--- src/rtl/can_errdet_pkg.sv ---
package can_errdet_pkg;

    localparam int FIELD_W = 4;

    typedef enum logic [FIELD_W-1:0] {
        FLD_IDLE     = 4'd0,
        FLD_SOF      = 4'd1,
        FLD_ARB      = 4'd2,
        FLD_CTRL     = 4'd3,
        FLD_CRC_SEQ  = 4'd4,
        FLD_CRC_DLM  = 4'd5,
        FLD_ACK_SLOT = 4'd6,
        FLD_ACK_DLM  = 4'd7,
        FLD_EOF      = 4'd8,
        FLD_ERR_FLAG = 4'd9
    } field_e;

    localparam logic LVL_DOM = 1'b0;
    localparam logic LVL_REC = 1'b1;

    typedef struct packed {
        logic bit_e;
        logic stuff_e;
        logic form_e;
        logic ack_e;
    } err_vec_t;

    function automatic logic in_stuff_window(input logic [FIELD_W-1:0] f);
        return (f == FLD_ARB) || (f == FLD_CTRL) || (f == FLD_CRC_SEQ);
    endfunction

    function automatic logic is_fixed_form(input logic [FIELD_W-1:0] f);
        return (f == FLD_CRC_DLM) || (f == FLD_ACK_DLM) || (f == FLD_EOF);
    endfunction

    function automatic logic in_frame(input logic [FIELD_W-1:0] f);
        return (f >= FLD_SOF) && (f <= FLD_EOF);
    endfunction

endpackage

--- src/rtl/can_bit_monitor.sv ---
module can_bit_monitor
    import can_errdet_pkg::*;
(
    input  logic [FIELD_W-1:0] field_i,
    input  logic               tx_bit_i,
    input  logic               rx_bit_i,
    input  logic               is_tx_i,
    input  logic               passive_i,
    output logic               bit_err_o
);
    logic driving;
    logic rec_lost;
    logic exempt;

    always_comb begin
        driving  = (is_tx_i && in_frame(field_i)) || (field_i == FLD_ERR_FLAG);
        rec_lost = (tx_bit_i == LVL_REC) && (rx_bit_i == LVL_DOM);
        exempt   = rec_lost && ((field_i == FLD_ARB) ||
                                (field_i == FLD_ACK_SLOT) ||
                                ((field_i == FLD_ERR_FLAG) && passive_i));
        bit_err_o = driving && (tx_bit_i != rx_bit_i) && !exempt;
    end
endmodule

--- src/rtl/can_stuff_checker.sv ---
module can_stuff_checker
    import can_errdet_pkg::*;
#(
    parameter int RUN_LIMIT = 5
) (
    input  logic               clk,
    input  logic               rst,
    input  logic               en_i,
    input  logic [FIELD_W-1:0] field_i,
    input  logic               rx_bit_i,
    output logic               stuff_err_o
);
    localparam int CNT_W = $clog2(RUN_LIMIT + 1);
    localparam logic [CNT_W-1:0] RUN_MAX = CNT_W'(RUN_LIMIT);
    localparam logic [CNT_W-1:0] RUN_ONE = CNT_W'(1);

    logic             last_q, last_d;
    logic [CNT_W-1:0] run_q, run_d;

    always_comb begin
        stuff_err_o = 1'b0;
        last_d      = last_q;
        run_d       = run_q;
        if (en_i) begin
            if (field_i == FLD_SOF) begin
                last_d = rx_bit_i;
                run_d  = RUN_ONE;
            end else if (in_stuff_window(field_i)) begin
                if (rx_bit_i != last_q) begin
                    last_d = rx_bit_i;
                    run_d  = RUN_ONE;
                end else if (run_q >= RUN_MAX) begin
                    stuff_err_o = 1'b1;
                    run_d       = RUN_ONE;
                end else begin
                    run_d = run_q + RUN_ONE;
                end
            end
        end
    end

    always_ff @(posedge clk) begin
        if (rst) begin
            last_q <= LVL_REC;
            run_q  <= '0;
        end else begin
            last_q <= last_d;
            run_q  <= run_d;
        end
    end
endmodule

--- src/rtl/can_frame_checks.sv ---
module can_frame_checks
    import can_errdet_pkg::*;
(
    input  logic [FIELD_W-1:0] field_i,
    input  logic               rx_bit_i,
    input  logic               is_tx_i,
    output logic               form_err_o,
    output logic               ack_err_o
);
    always_comb begin
        form_err_o = is_fixed_form(field_i) && (rx_bit_i == LVL_DOM);
        ack_err_o  = is_tx_i && (field_i == FLD_ACK_SLOT) && (rx_bit_i == LVL_REC);
    end
endmodule

--- src/rtl/can_error_detector.sv ---
module can_error_detector
    import can_errdet_pkg::*;
#(
    parameter int RUN_LIMIT = 5
) (
    input  logic               clk,
    input  logic               rst,
    input  logic               bit_en,
    input  logic [FIELD_W-1:0] field,
    input  logic               tx_bit,
    input  logic               rx_bit,
    input  logic               is_tx,
    input  logic               passive_flag,
    output logic               bit_err,
    output logic               stuff_err,
    output logic               form_err,
    output logic               ack_err,
    output logic               flag_req
);
    err_vec_t det;
    err_vec_t err_q;
    logic     pend_q;
    logic     flag_q;

    can_bit_monitor u_bitmon (
        .field_i   (field),
        .tx_bit_i  (tx_bit),
        .rx_bit_i  (rx_bit),
        .is_tx_i   (is_tx),
        .passive_i (passive_flag),
        .bit_err_o (det.bit_e)
    );

    can_stuff_checker #(.RUN_LIMIT(RUN_LIMIT)) u_stuff (
        .clk         (clk),
        .rst         (rst),
        .en_i        (bit_en),
        .field_i     (field),
        .rx_bit_i    (rx_bit),
        .stuff_err_o (det.stuff_e)
    );

    can_frame_checks u_frame (
        .field_i    (field),
        .rx_bit_i   (rx_bit),
        .is_tx_i    (is_tx),
        .form_err_o (det.form_e),
        .ack_err_o  (det.ack_e)
    );

    always_ff @(posedge clk) begin
        if (rst) begin
            err_q  <= '0;
            pend_q <= 1'b0;
            flag_q <= 1'b0;
        end else begin
            err_q  <= '0;
            flag_q <= 1'b0;
            if (bit_en) begin
                err_q  <= det;
                flag_q <= pend_q;
                pend_q <= |det;
            end
        end
    end

    assign bit_err   = err_q.bit_e;
    assign stuff_err = err_q.stuff_e;
    assign form_err  = err_q.form_e;
    assign ack_err   = err_q.ack_e;
    assign flag_req  = flag_q;
endmodule

--- config.mk ---
export PLATFORM = sky130hd
export DESIGN_NAME = can_error_detector
export DESIGN_NICKNAME = d
export VERILOG_FILES = /design/src/rtl/can_errdet_pkg.sv /design/src/rtl/can_bit_monitor.sv /design/src/rtl/can_stuff_checker.sv /design/src/rtl/can_frame_checks.sv /design/src/rtl/can_error_detector.sv
export SDC_FILE = /design/constraint.sdc
export NUM_CORES = 1
export LEC_CHECK = 0
export ABC_AREA = 1
export ABC_CLOCK_PERIOD_IN_PS = 3250
export BUFFER_PORTS_ARGS = -buffer_cell sky130_fd_sc_hd__buf_2
export CAP_MARGIN = 20
export CORE_MARGIN = 4
export CORE_UTILIZATION = 41
export DETAILED_ROUTE_END_ITERATION = 8
export PLACE_DENSITY = 0.61
export SLEW_MARGIN = 20
export SYNTH_ARGS = -nofsm -noshare
export SYNTH_HDL_FRONTEND = slang
export SYNTH_SLANG_ARGS = --single-unit
--- constraint.sdc ---
create_clock -name clk -period 3.25 [get_ports clk]
set_clock_uncertainty 0.15 [all_clocks]
set_input_delay 0.65 -clock clk [delete_from_list [all_inputs] [get_ports clk]]
set_output_delay 0.65 -clock clk [all_outputs]
set_load 0.02 [all_outputs]
==> flow_metrics.env, run 1 <==
export IMPL_status="finished clean"
export IMPL_via_per_inst=4.62
export IMPL_die_x_um=46.2
export IMPL_cts_hold_buf=0
export IMPL_fin_ws_ps=1730
export IMPL_antenna_diode_count=0
export IMPL_drv_cap=0
export IMPL_p_seq_share_pct=44.7
export IMPL_fillCellCount=136
export IMPL_ys_top_cells_by_area="dfxtp_1 33%, nand2_1 18%, nor2_1 12%, inv_1 8.8%, ha_1 6.3%"
export IMPL_period_needed_ps=1520
export IMPL_syn_area_per_cell_um2=6.18
export IMPL_grt_start_max_net_pins=8
export IMPL_cts_clk_slew_worst_paths_ps=70
export IMPL_postCtsResizedCells=0
export IMPL_cp_cell_sequence="buf_2"
export IMPL_worstMarginPinSlew_ps=244
export IMPL_first_iter_violations=4
export IMPL_crit_family="flip-flops"
export IMPL_ir_drop_mv=0.242
export IMPL_yosysTopAreaCellShare_pct=33.4
export IMPL_combinationalPowerShare_pct=16.5
export IMPL_placed_area_um2=693
export IMPL_dp_cells=127
export IMPL_dr_total_vias=605
export IMPL_grt_antenna_before_repair=0
export IMPL_setup_tns_ps=0
export IMPL_cp_num_cells=1
export IMPL_gp_congestion=0.801
export IMPL_slowest_stage="dfxtp_1"
export IMPL_crit_fanout=1
export IMPL_rr_endpoint="pend_q"
export IMPL_cts_buffers=3
export IMPL_yosysWarnings=0
export IMPL_finalMaxSlewViolations=0
export IMPL_period_share_pct=46.7
export IMPL_cts_setup_buffers=0
export IMPL_cts_root_buf="clkbuf_4"
export IMPL_fin_area_um2=729
export IMPL_worstPathArrival_ps=720
export IMPL_crit_buf_inv=1
export IMPL_syn2layout_area_growth_pct=21.7
export IMPL_drt_total_wl_um=1230
export IMPL_setup_violations=0
export IMPL_synthCells=97
export IMPL_die_y_um=46.2
export IMPL_slew_headroom_pct=83.6
export IMPL_syn_area_um2=599
export IMPL_layout_drive_gt1_share_pct=22.4
export IMPL_io_buffers=15
export IMPL_worst_setup_path_type="reg2out"
export IMPL_p_sw_share_pct=26.4
export IMPL_grtUsageTotal_pct=15.1
export IMPL_cp_required_ps=2450
export IMPL_clk_latency_ps=270
export IMPL_final_cell_mix="29 x nand2_1, 19 x nor2_1, 15 x buf_2"
export IMPL_stdcell_count=131
export IMPL_num_io_pins=16
export IMPL_htreeDepth=1
export IMPL_cp_end_kind="primary output"
export IMPL_rows=13
export IMPL_ys_seq_area_share_pct=33.4
export IMPL_cts_buffer_depth=2
export IMPL_start_util_pct=44.9
export IMPL_p_clk_share_pct=38.8
export IMPL_ys_types=17
export IMPL_fp_coreArea_um2=1330
export IMPL_grt_pass1_wl_um=2250
export IMPL_pre_cts_slack_ps=1520
export IMPL_rsz0062_at_grt="false"
export IMPL_final_common_cell="nand2_1"
export IMPL_synth_area_leader_cell="dfxtp_1"
export IMPL_syn_nets=111
export IMPL_dr_pass1_iters=4
export IMPL_dieArea_um2=2140
export IMPL_cts_tree="yes"
export IMPL_ant_nets=0
export IMPL_max_freq_ghz=0.659
export IMPL_r2r_start="u_stuff.run_q[1]"
export IMPL_pwr_density_cell_nw_per_um2=396
export IMPL_overflow=0
export IMPL_p_leak_nw=0.416
export IMPL_grt_pass1_vias=532
export IMPL_nets=131
export IMPL_p_sw_mw=0.0763
export IMPL_dp_hpwl_um=1020
export IMPL_ff2ff_path_depth=8
export IMPL_hold_violations=0
export IMPL_critPathCapture="form_err"
export IMPL_r2r_slack_ps=1900
export IMPL_wl_per_cell_um=9.41
export IMPL_fin_util_pct=54.7
export IMPL_cp_start_kind="flip-flop"
export IMPL_internal_power_mw=0.212
export IMPL_cts_sinks=10
export IMPL_ys_ff_latch=10
export IMPL_hold_class="reg2reg"
export IMPL_drc=0
export IMPL_slowest_delay_ps=300
export IMPL_startpoint="form_err"
==> final cells by class <==
| type | instances | area, um2 | share of cell area [%] |
|---|---|---|---|
| repair buffers | 15 | 75.1 | 10.3 |
| well taps | 15 | 18.8 | 2.57 |
| clock buffers | 4 | 36.3 | 4.97 |
| inverters | 16 | 60.1 | 8.23 |
| multi-input cells | 71 | 339 | 46.5 |
| flip-flops and latches | 10 | 200 | 27.4 |
==> synthesized netlist by cell type, drive strengths merged <==
cell type / instances
a21oi: 5
dfxtp: 10
ha: 3
inv: 16
nand2: 30
nand3: 4
nor2: 21
nor3: 2
nor4: 1
o211ai: 1
o21ai: 4
==> power groups by stage <==
stage | Clock (mW) | Combinational, mW | Sequential (mW)
2_1_floorplan | 0 | 0.0298 | 0.133
3_3_place_gp | 0 | 0.0477 | 0.132
3_5_place_dp | 0 | 0.0475 | 0.132
4_1_cts | 0.115 | 0.0478 | 0.129
5_1_grt | 0.123 | 0.0557 | 0.130
6_report | 0.112 | 0.0477 | 0.129
==> registers in the layout, summed over array words and instances, names as in the netlist <==
signal	count
u_stuff.run_q	3
u_stuff.last_q	1
form_err	1
pend_q	1
flag_req	1
bit_err	1
ack_err	1
stuff_err	1
==> through the flow <==
stage / hold slack [ps] / power, mW
final: 274 / 0.289
after global routing: 289 / 0.308
after CTS: 274 / 0.292
after detailed placement: 264 / 0.179
after global placement: 272 / 0.179
after floorplan: 255 / 0.162
==> how the worst min path moves through the flow <==
stage | endpoint | startpoint | cells past startpoint
after floorplan | flag_req | pend_q | 2
after global placement | flag_req | pend_q | 2
after detailed placement | flag_req | pend_q | 2
after CTS | flag_req | pend_q | 2
after global routing | flag_req | pend_q | 2
final | flag_req | pend_q | 2
==> per-layer routing <==
metal	vias up	global-route usage, %	wire [um]
li1	338	-	-
met4	0	8.52	17
met2	10	20.3	519
met1	255	20.0	622
met3	2	5.86	74
met5	-	0	0
==> cells by family (layout without fill, tap and decap cells) <==
group                    Yosys count  in the layout  synth area share [%]
AND/OR/NAND/NOR                   58             58                  40.9
buffers and inverters             16             35                  10.0
adder cells (fa/ha/maj)            3              3                  6.26
AO/OA/AOI/OAI                     10             10                  9.39
flip-flops                        10             10                  33.4
No activity file was read; power rests on OpenSTA's default activity.
==> inputs of run 2 (changes only) <==
--- a/config.mk
+++ b/config.mk
@@ -6,13 +6,13 @@
 export NUM_CORES = 1
 export LEC_CHECK = 0
 export ABC_AREA = 1
-export ABC_CLOCK_PERIOD_IN_PS = 3250
+export ABC_CLOCK_PERIOD_IN_PS = 1220
 export BUFFER_PORTS_ARGS = -buffer_cell sky130_fd_sc_hd__buf_2
 export CAP_MARGIN = 20
 export CORE_MARGIN = 4
 export CORE_UTILIZATION = 41
 export DETAILED_ROUTE_END_ITERATION = 8
-export PLACE_DENSITY = 0.61
+export PLACE_DENSITY = 0.63
 export SLEW_MARGIN = 20
 export SYNTH_ARGS = -nofsm -noshare
 export SYNTH_HDL_FRONTEND = slang
==> constraint.sdc (replaced) <==
create_clock -name clk -period 1.22 [get_ports clk]
set_clock_uncertainty 0.15 [all_clocks]
set_input_delay 0.244 -clock clk [delete_from_list [all_inputs] [get_ports clk]]
set_output_delay 0.244 -clock clk [all_outputs]
set_load 0.02 [all_outputs]
==> run 2 against run 1 <==
The flow now finishes with violations (negative setup slack); via count up 8.4%; register-to-register slack worse by 1900 ps; sequential cell count unchanged; first-iteration DRC count rose to 4.8 times the previous value; sequential power increased to 2.7 times the previous value; final area grew 12%; hold slack worse by 180 ps; largest cell class unchanged; clock-buffer cell count did not move; non-clock buffer count grew 7.
==> flow_metrics.env, run 2 (same netlist as run 1, synthesis figures left out) <==
export IMPL_status="finished, violations left"
export IMPL_violations="negative setup slack"
export IMPL_crit_family="flip-flops"
export IMPL_period_share_pct=103
export IMPL_setup_violations=2
export IMPL_cts_tree="yes"
export IMPL_fin_ws_ps=-33.2
export IMPL_via_per_inst=4.75
export IMPL_layout_drive_gt1_share_pct=32.5
export IMPL_die_y_um=46.2
export IMPL_worstMarginPinSlew_ps=230
export IMPL_wl_met1_um=608
export IMPL_die_x_um=46.2
export IMPL_worst_setup_path_type="reg2reg"
export IMPL_cp_cell_sequence="inv_2 > ha_4 > nor2_4 > a21oi_2 > buf_4 > nor2_1 > a21oi_1 > nor2_1"
export IMPL_grt_antenna_before_repair=0
export IMPL_dp_hpwl_um=1050
export IMPL_wl_met3_um=105
export IMPL_dieArea_um2=2140
export IMPL_p_leak_nw=0.455
export IMPL_cp_required_ps=1230
export IMPL_largest_reg_flops=3
export IMPL_worstPathArrival_ps=1260
export IMPL_nets=138
export IMPL_slew_headroom_pct=84.6
export IMPL_grt_pass1_wl_um=2390
export IMPL_wl_per_cell_um=9.91
export IMPL_cts_buffers=3
export IMPL_dr_pass1_iters=4
export IMPL_dp_cells=132
export IMPL_cts_buffer_depth=2
export IMPL_cpMostUsedCell="nor2_1"
export IMPL_stdcell_count=138
export IMPL_num_io_pins=16
export IMPL_period_needed_ps=1250
export IMPL_finalMaxSlewViolations=0
export IMPL_grt_start_max_net_pins=8
export IMPL_setup_tns_ps=-53.5
export IMPL_cts_clk_slew_worst_paths_ps=70
export IMPL_hold_violations=0
export IMPL_final_cell_mix="29 x nand2_1, 17 x nor2_1, 15 x buf_2"
export IMPL_clk_latency_ps=260
export IMPL_drt_total_wl_um=1370
export IMPL_dr_total_vias=656
export IMPL_drv_cap=0
export IMPL_fp_coreArea_um2=1330
export IMPL_grtUsageTotal_pct=16.0
export IMPL_slowest_delay_ps=330
export IMPL_cp_end_kind="flip-flop"
export IMPL_cp_start_kind="flip-flop"
export IMPL_overflow=0
export IMPL_final_common_cell="nand2_1"
export IMPL_ant_nets=0
export IMPL_antenna_diode_count=0
export IMPL_slowest_stage="dfxtp_2"
export IMPL_top_layer_used="met4"
export IMPL_cts_root_buf="clkbuf_4"
export IMPL_route_met2_wl_um=636
export IMPL_gp_congestion=0.785
export IMPL_pwr_density_cell_nw_per_um2=973
export IMPL_max_freq_ghz=0.798
export IMPL_grt_pass1_vias=603
export IMPL_pre_cts_slack_ps=-88.5
export IMPL_cts_sinks=10
export IMPL_crit_buf_inv=2
export IMPL_start_util_pct=44.9
export IMPL_io_buffers=15
export IMPL_first_iter_violations=19
export IMPL_regMostFlops="u_stuff.run_q"
export IMPL_drc=0
export IMPL_rsz0062_at_grt="true"
export IMPL_hold_class="in2reg"
export IMPL_crit_fanout=2
export IMPL_htreeDepth=1
export IMPL_rows=13
export IMPL_syn2layout_area_growth_pct=36.3
export IMPL_ir_drop_mv=0.381
run 2: metal layers:
layer  vias to the layer above  track usage, %
li1                        348               -
met1                       278            17.7
met5                         -               0
met2                        28            26.1
met3                         2            5.86
met4                         0            8.52
run 2: where the power goes:
part | switching [mW] | internal, mW
clock network | 0.115 | 0.181
registers | 0.00698 | 0.337
logic | 0.0897 | 0.0646
total | 0.212 | 0.583
run 2: cell type report:
class	count	area, um2
Fill cell	125	517
Clock buffer	4	36.3
Timing Repair Buffer	22	130
Inverter	16	60.1
Sequential cell	10	206
Tap cell	15	18.8
Multi-Input combinational cell	71	365
run 2: worst paths after layout:
path	start	end	slack, ps	depth (start not counted)
worst max-delay path	u_stuff.run_q[1]	u_stuff.run_q[1]	-30	8
worst min-delay path	is_tx	ack_err	90	3
worst max register to register	u_stuff.run_q[1]	u_stuff.run_q[1]	-30	8
worst min register to register	pend_q	flag_req	280	2
run 2: tightest hold or removal path, delay by kind of cell:
| family | cells | cell delay (ps) |
|---|---|---|
| buf+inv | 1 | 100 |
| simple gates | 2 | 110 |
run 2: stage by stage:
step | total power, mW | hold slack (ps) | util [%] | instance area (um2)
floorplan | 0.433 | 172 | - | 601
global placement | 0.487 | 272 | 54.9 | 732
detailed placement | 0.488 | 270 | 54.9 | 732
CTS | 0.795 | 2.68 | 59.8 | 798
global route | 0.857 | 77.5 | 61.3 | 817
finish | 0.795 | 92.3 | 61.3 | 817
run 2: repair_timing:
action	in CTS	in global routing
gates resized for setup	7	4
endpoints found under the hold margin	0	1
buffers inserted	1	0
endpoints found under the setup margin	4	4
cloned	0	0
pin swaps	5	6
hold buffers	0	1
==> inputs of run 3 (changes only) <==
--- a/config.mk
+++ b/config.mk
@@ -6,13 +6,14 @@
 export NUM_CORES = 1
 export LEC_CHECK = 0
 export ABC_AREA = 1
-export ABC_CLOCK_PERIOD_IN_PS = 1220
+export ABC_CLOCK_PERIOD_IN_PS = 1200
 export BUFFER_PORTS_ARGS = -buffer_cell sky130_fd_sc_hd__buf_2
 export CAP_MARGIN = 20
 export CORE_MARGIN = 4
 export CORE_UTILIZATION = 41
+export CTS_CLUSTER_DIAMETER = 200
 export DETAILED_ROUTE_END_ITERATION = 8
-export PLACE_DENSITY = 0.63
+export PLACE_DENSITY = 0.61
 export SLEW_MARGIN = 20
 export SYNTH_ARGS = -nofsm -noshare
 export SYNTH_HDL_FRONTEND = slang
==> constraint.sdc (replaced) <==
create_clock -name clk -period 1.2 [get_ports clk]
set_clock_uncertainty 0.15 [all_clocks]
set_input_delay 0.24 -clock clk [delete_from_list [all_inputs] [get_ports clk]]
set_output_delay 0.24 -clock clk [all_outputs]
set_load 0.02 [all_outputs]
==> run 3 against run 2 <==
The run still ends with negative setup slack left; sequential share of layout area is 1.0 points lower; fmax decreased by 0.20%; non-clock buffer count rose by 1; via count decreased by 2.4%; critical path depth decreased by 1; first-iteration DRC count down 47%; sequential cell count is the same; routed wire length decreased by 4.5%; highest routed layer is now met3.
==> flow_metrics.env, run 3 (same netlist as run 1, synthesis figures left out) <==
export IMPL_status="finished, violations left"
export IMPL_violations="negative setup slack"
export IMPL_fp_coreArea_um2=1330
export IMPL_num_io_pins=16
export IMPL_ant_nets=0
export IMPL_dp_hpwl_um=1050
export IMPL_grt_pass1_vias=540
export IMPL_crit_family="flip-flops"
export IMPL_rsz0062_at_grt="true"
export IMPL_worstPathArrival_ps=1310
export IMPL_final_cell_mix="27 x nand2_1, 17 x nor2_1, 15 x buf_2"
export IMPL_cts_tree="yes"
export IMPL_io_buffers=15
export IMPL_dr_total_vias=640
export IMPL_grt_antenna_before_repair=0
export IMPL_drc=0
export IMPL_dieArea_um2=2140
export IMPL_via_per_inst=4.60
export IMPL_cts_sinks=10
export IMPL_cp_cell_sequence="ha_4 > nor2_2 > a21oi_2 > nand2_1 > nor2_1 > nor2_1 > a21oi_1"
export IMPL_finalMaxSlewViolations=0
export IMPL_hold_violations=0
export IMPL_worst_setup_path_type="reg2reg"
export IMPL_slew_headroom_pct=81.5
export IMPL_fin_ws_ps=-55.7
export IMPL_whs_ps=90.4
export IMPL_antenna_diode_count=0
export IMPL_grtUsageTotal_pct=14.1
export IMPL_overflow=0
export IMPL_cpMostUsedCell="nor2_1"
export IMPL_cts_buffers=3
export IMPL_cp_end_kind="flip-flop"
export IMPL_die_x_um=46.2
export IMPL_drt_total_wl_um=1310
export IMPL_cts_buffer_depth=2
export IMPL_crit_buf_inv=0
export IMPL_dr_pass1_iters=4
export IMPL_die_y_um=46.2
export IMPL_htreeDepth=1
export IMPL_cts_root_buf="clkbuf_4"
export IMPL_power_total_mw=0.823
export IMPL_cp_required_ps=1250
export IMPL_clk_latency_ps=270
export IMPL_period_needed_ps=1260
export IMPL_pwr_density_cell_nw_per_um2=966
export IMPL_p_leak_nw=0.454
export IMPL_rows=13
export IMPL_fillCellCount=125
export IMPL_drv_cap=0
export IMPL_final_common_cell="nand2_1"
export IMPL_crit_fanout=3
export IMPL_regMostFlops="u_stuff.run_q"
export IMPL_period_share_pct=105
export IMPL_largest_reg_flops=3
export IMPL_nets=139
export IMPL_ir_drop_mv=0.789
export IMPL_slowest_stage="dfxtp_4"
export IMPL_cp_start_kind="flip-flop"
export IMPL_max_freq_ghz=0.796
export IMPL_wl_per_cell_um=9.39
export IMPL_grt_start_max_net_pins=8
export IMPL_grt_pass1_wl_um=2160
export IMPL_gp_congestion=0.794
export IMPL_start_util_pct=44.9
export IMPL_first_iter_violations=10
export IMPL_hold_class="in2reg"
export IMPL_cts_clk_slew_worst_paths_ps=70
export IMPL_setup_violations=1
export IMPL_syn2layout_area_growth_pct=42.2
export IMPL_worstMarginPinSlew_ps=276
export IMPL_layout_drive_gt1_share_pct=37.9
export IMPL_slowest_delay_ps=380
==> run 3: where the power goes <==
group / switching [mW] / leakage [nW] / internal, mW
clock network: 0.120 / 0.0210 / 0.184
logic: 0.0931 / 0.351 / 0.0744
registers: 0.00853 / 0.0820 / 0.343
==> run 3: tightest hold or removal path, cell delays in order <==
cell     delay [ps]
buf_2           100
nand2_1          80
nor3_1           50
==> run 3: layer usage <==
| layer | part of all wire [%] | global-route usage, % | vias to the layer above |
|---|---|---|---|
| met5 | 0 | 0 | - |
| met4 | 0 | 1.70 | 0 |
| met3 | 6.0 | 5.86 | 0 |
| met2 | 44 | 21.7 | 13 |
| met1 | 50 | 18.8 | 274 |
| li1 | - | - | 353 |
==> run 3: layout make-up <==
class                      instances  area [um2]  share of cell area [%]
multi-input combinational         71         387                    45.4
sequential                        10         206                    24.2
timing repair buffer              23         141                    16.6
inverter                          16        62.6                    7.34
clock buffer                       4        36.3                    4.26
tap                               15        18.8                    2.20
==> run 3: worst paths after layout <==
kind / end / from / cells past startpoint / slack (ps)
worst max-delay path: pend_q / u_stuff.run_q[0] / 7 / -60
worst min-delay path: ack_err / is_tx / 3 / 90
worst max register to register: pend_q / u_stuff.run_q[0] / 7 / -60
worst min register to register: flag_req / pend_q / 2 / 290
==> run 3: repair_timing <==
action                                  4_1_cts  5_1_grt
hold endpoints to repair                      1        0
buffers inserted                              1        0
endpoints found under the setup margin        3        5
gates resized for setup                       3       16
hold buffers                                  1        0
pin swaps                                     1        8
==> run 3: per-stage QoR <==
step | area, um2 | setup slack [ps] | setup TNS (ps) | utilization (%) | instances
after floorplan | 604 | -0.845 | -0.845 | - | 97
after global placement | 743 | -129 | -585 | 55.7 | 133
after detailed placement | 743 | -120 | -478 | 55.7 | 133
after CTS | 801 | -70.4 | -70.4 | 60.0 | 139
after global routing | 852 | -154 | -310 | 63.9 | 139
final | 852 | -55.7 | -55.7 | 63.9 | 139
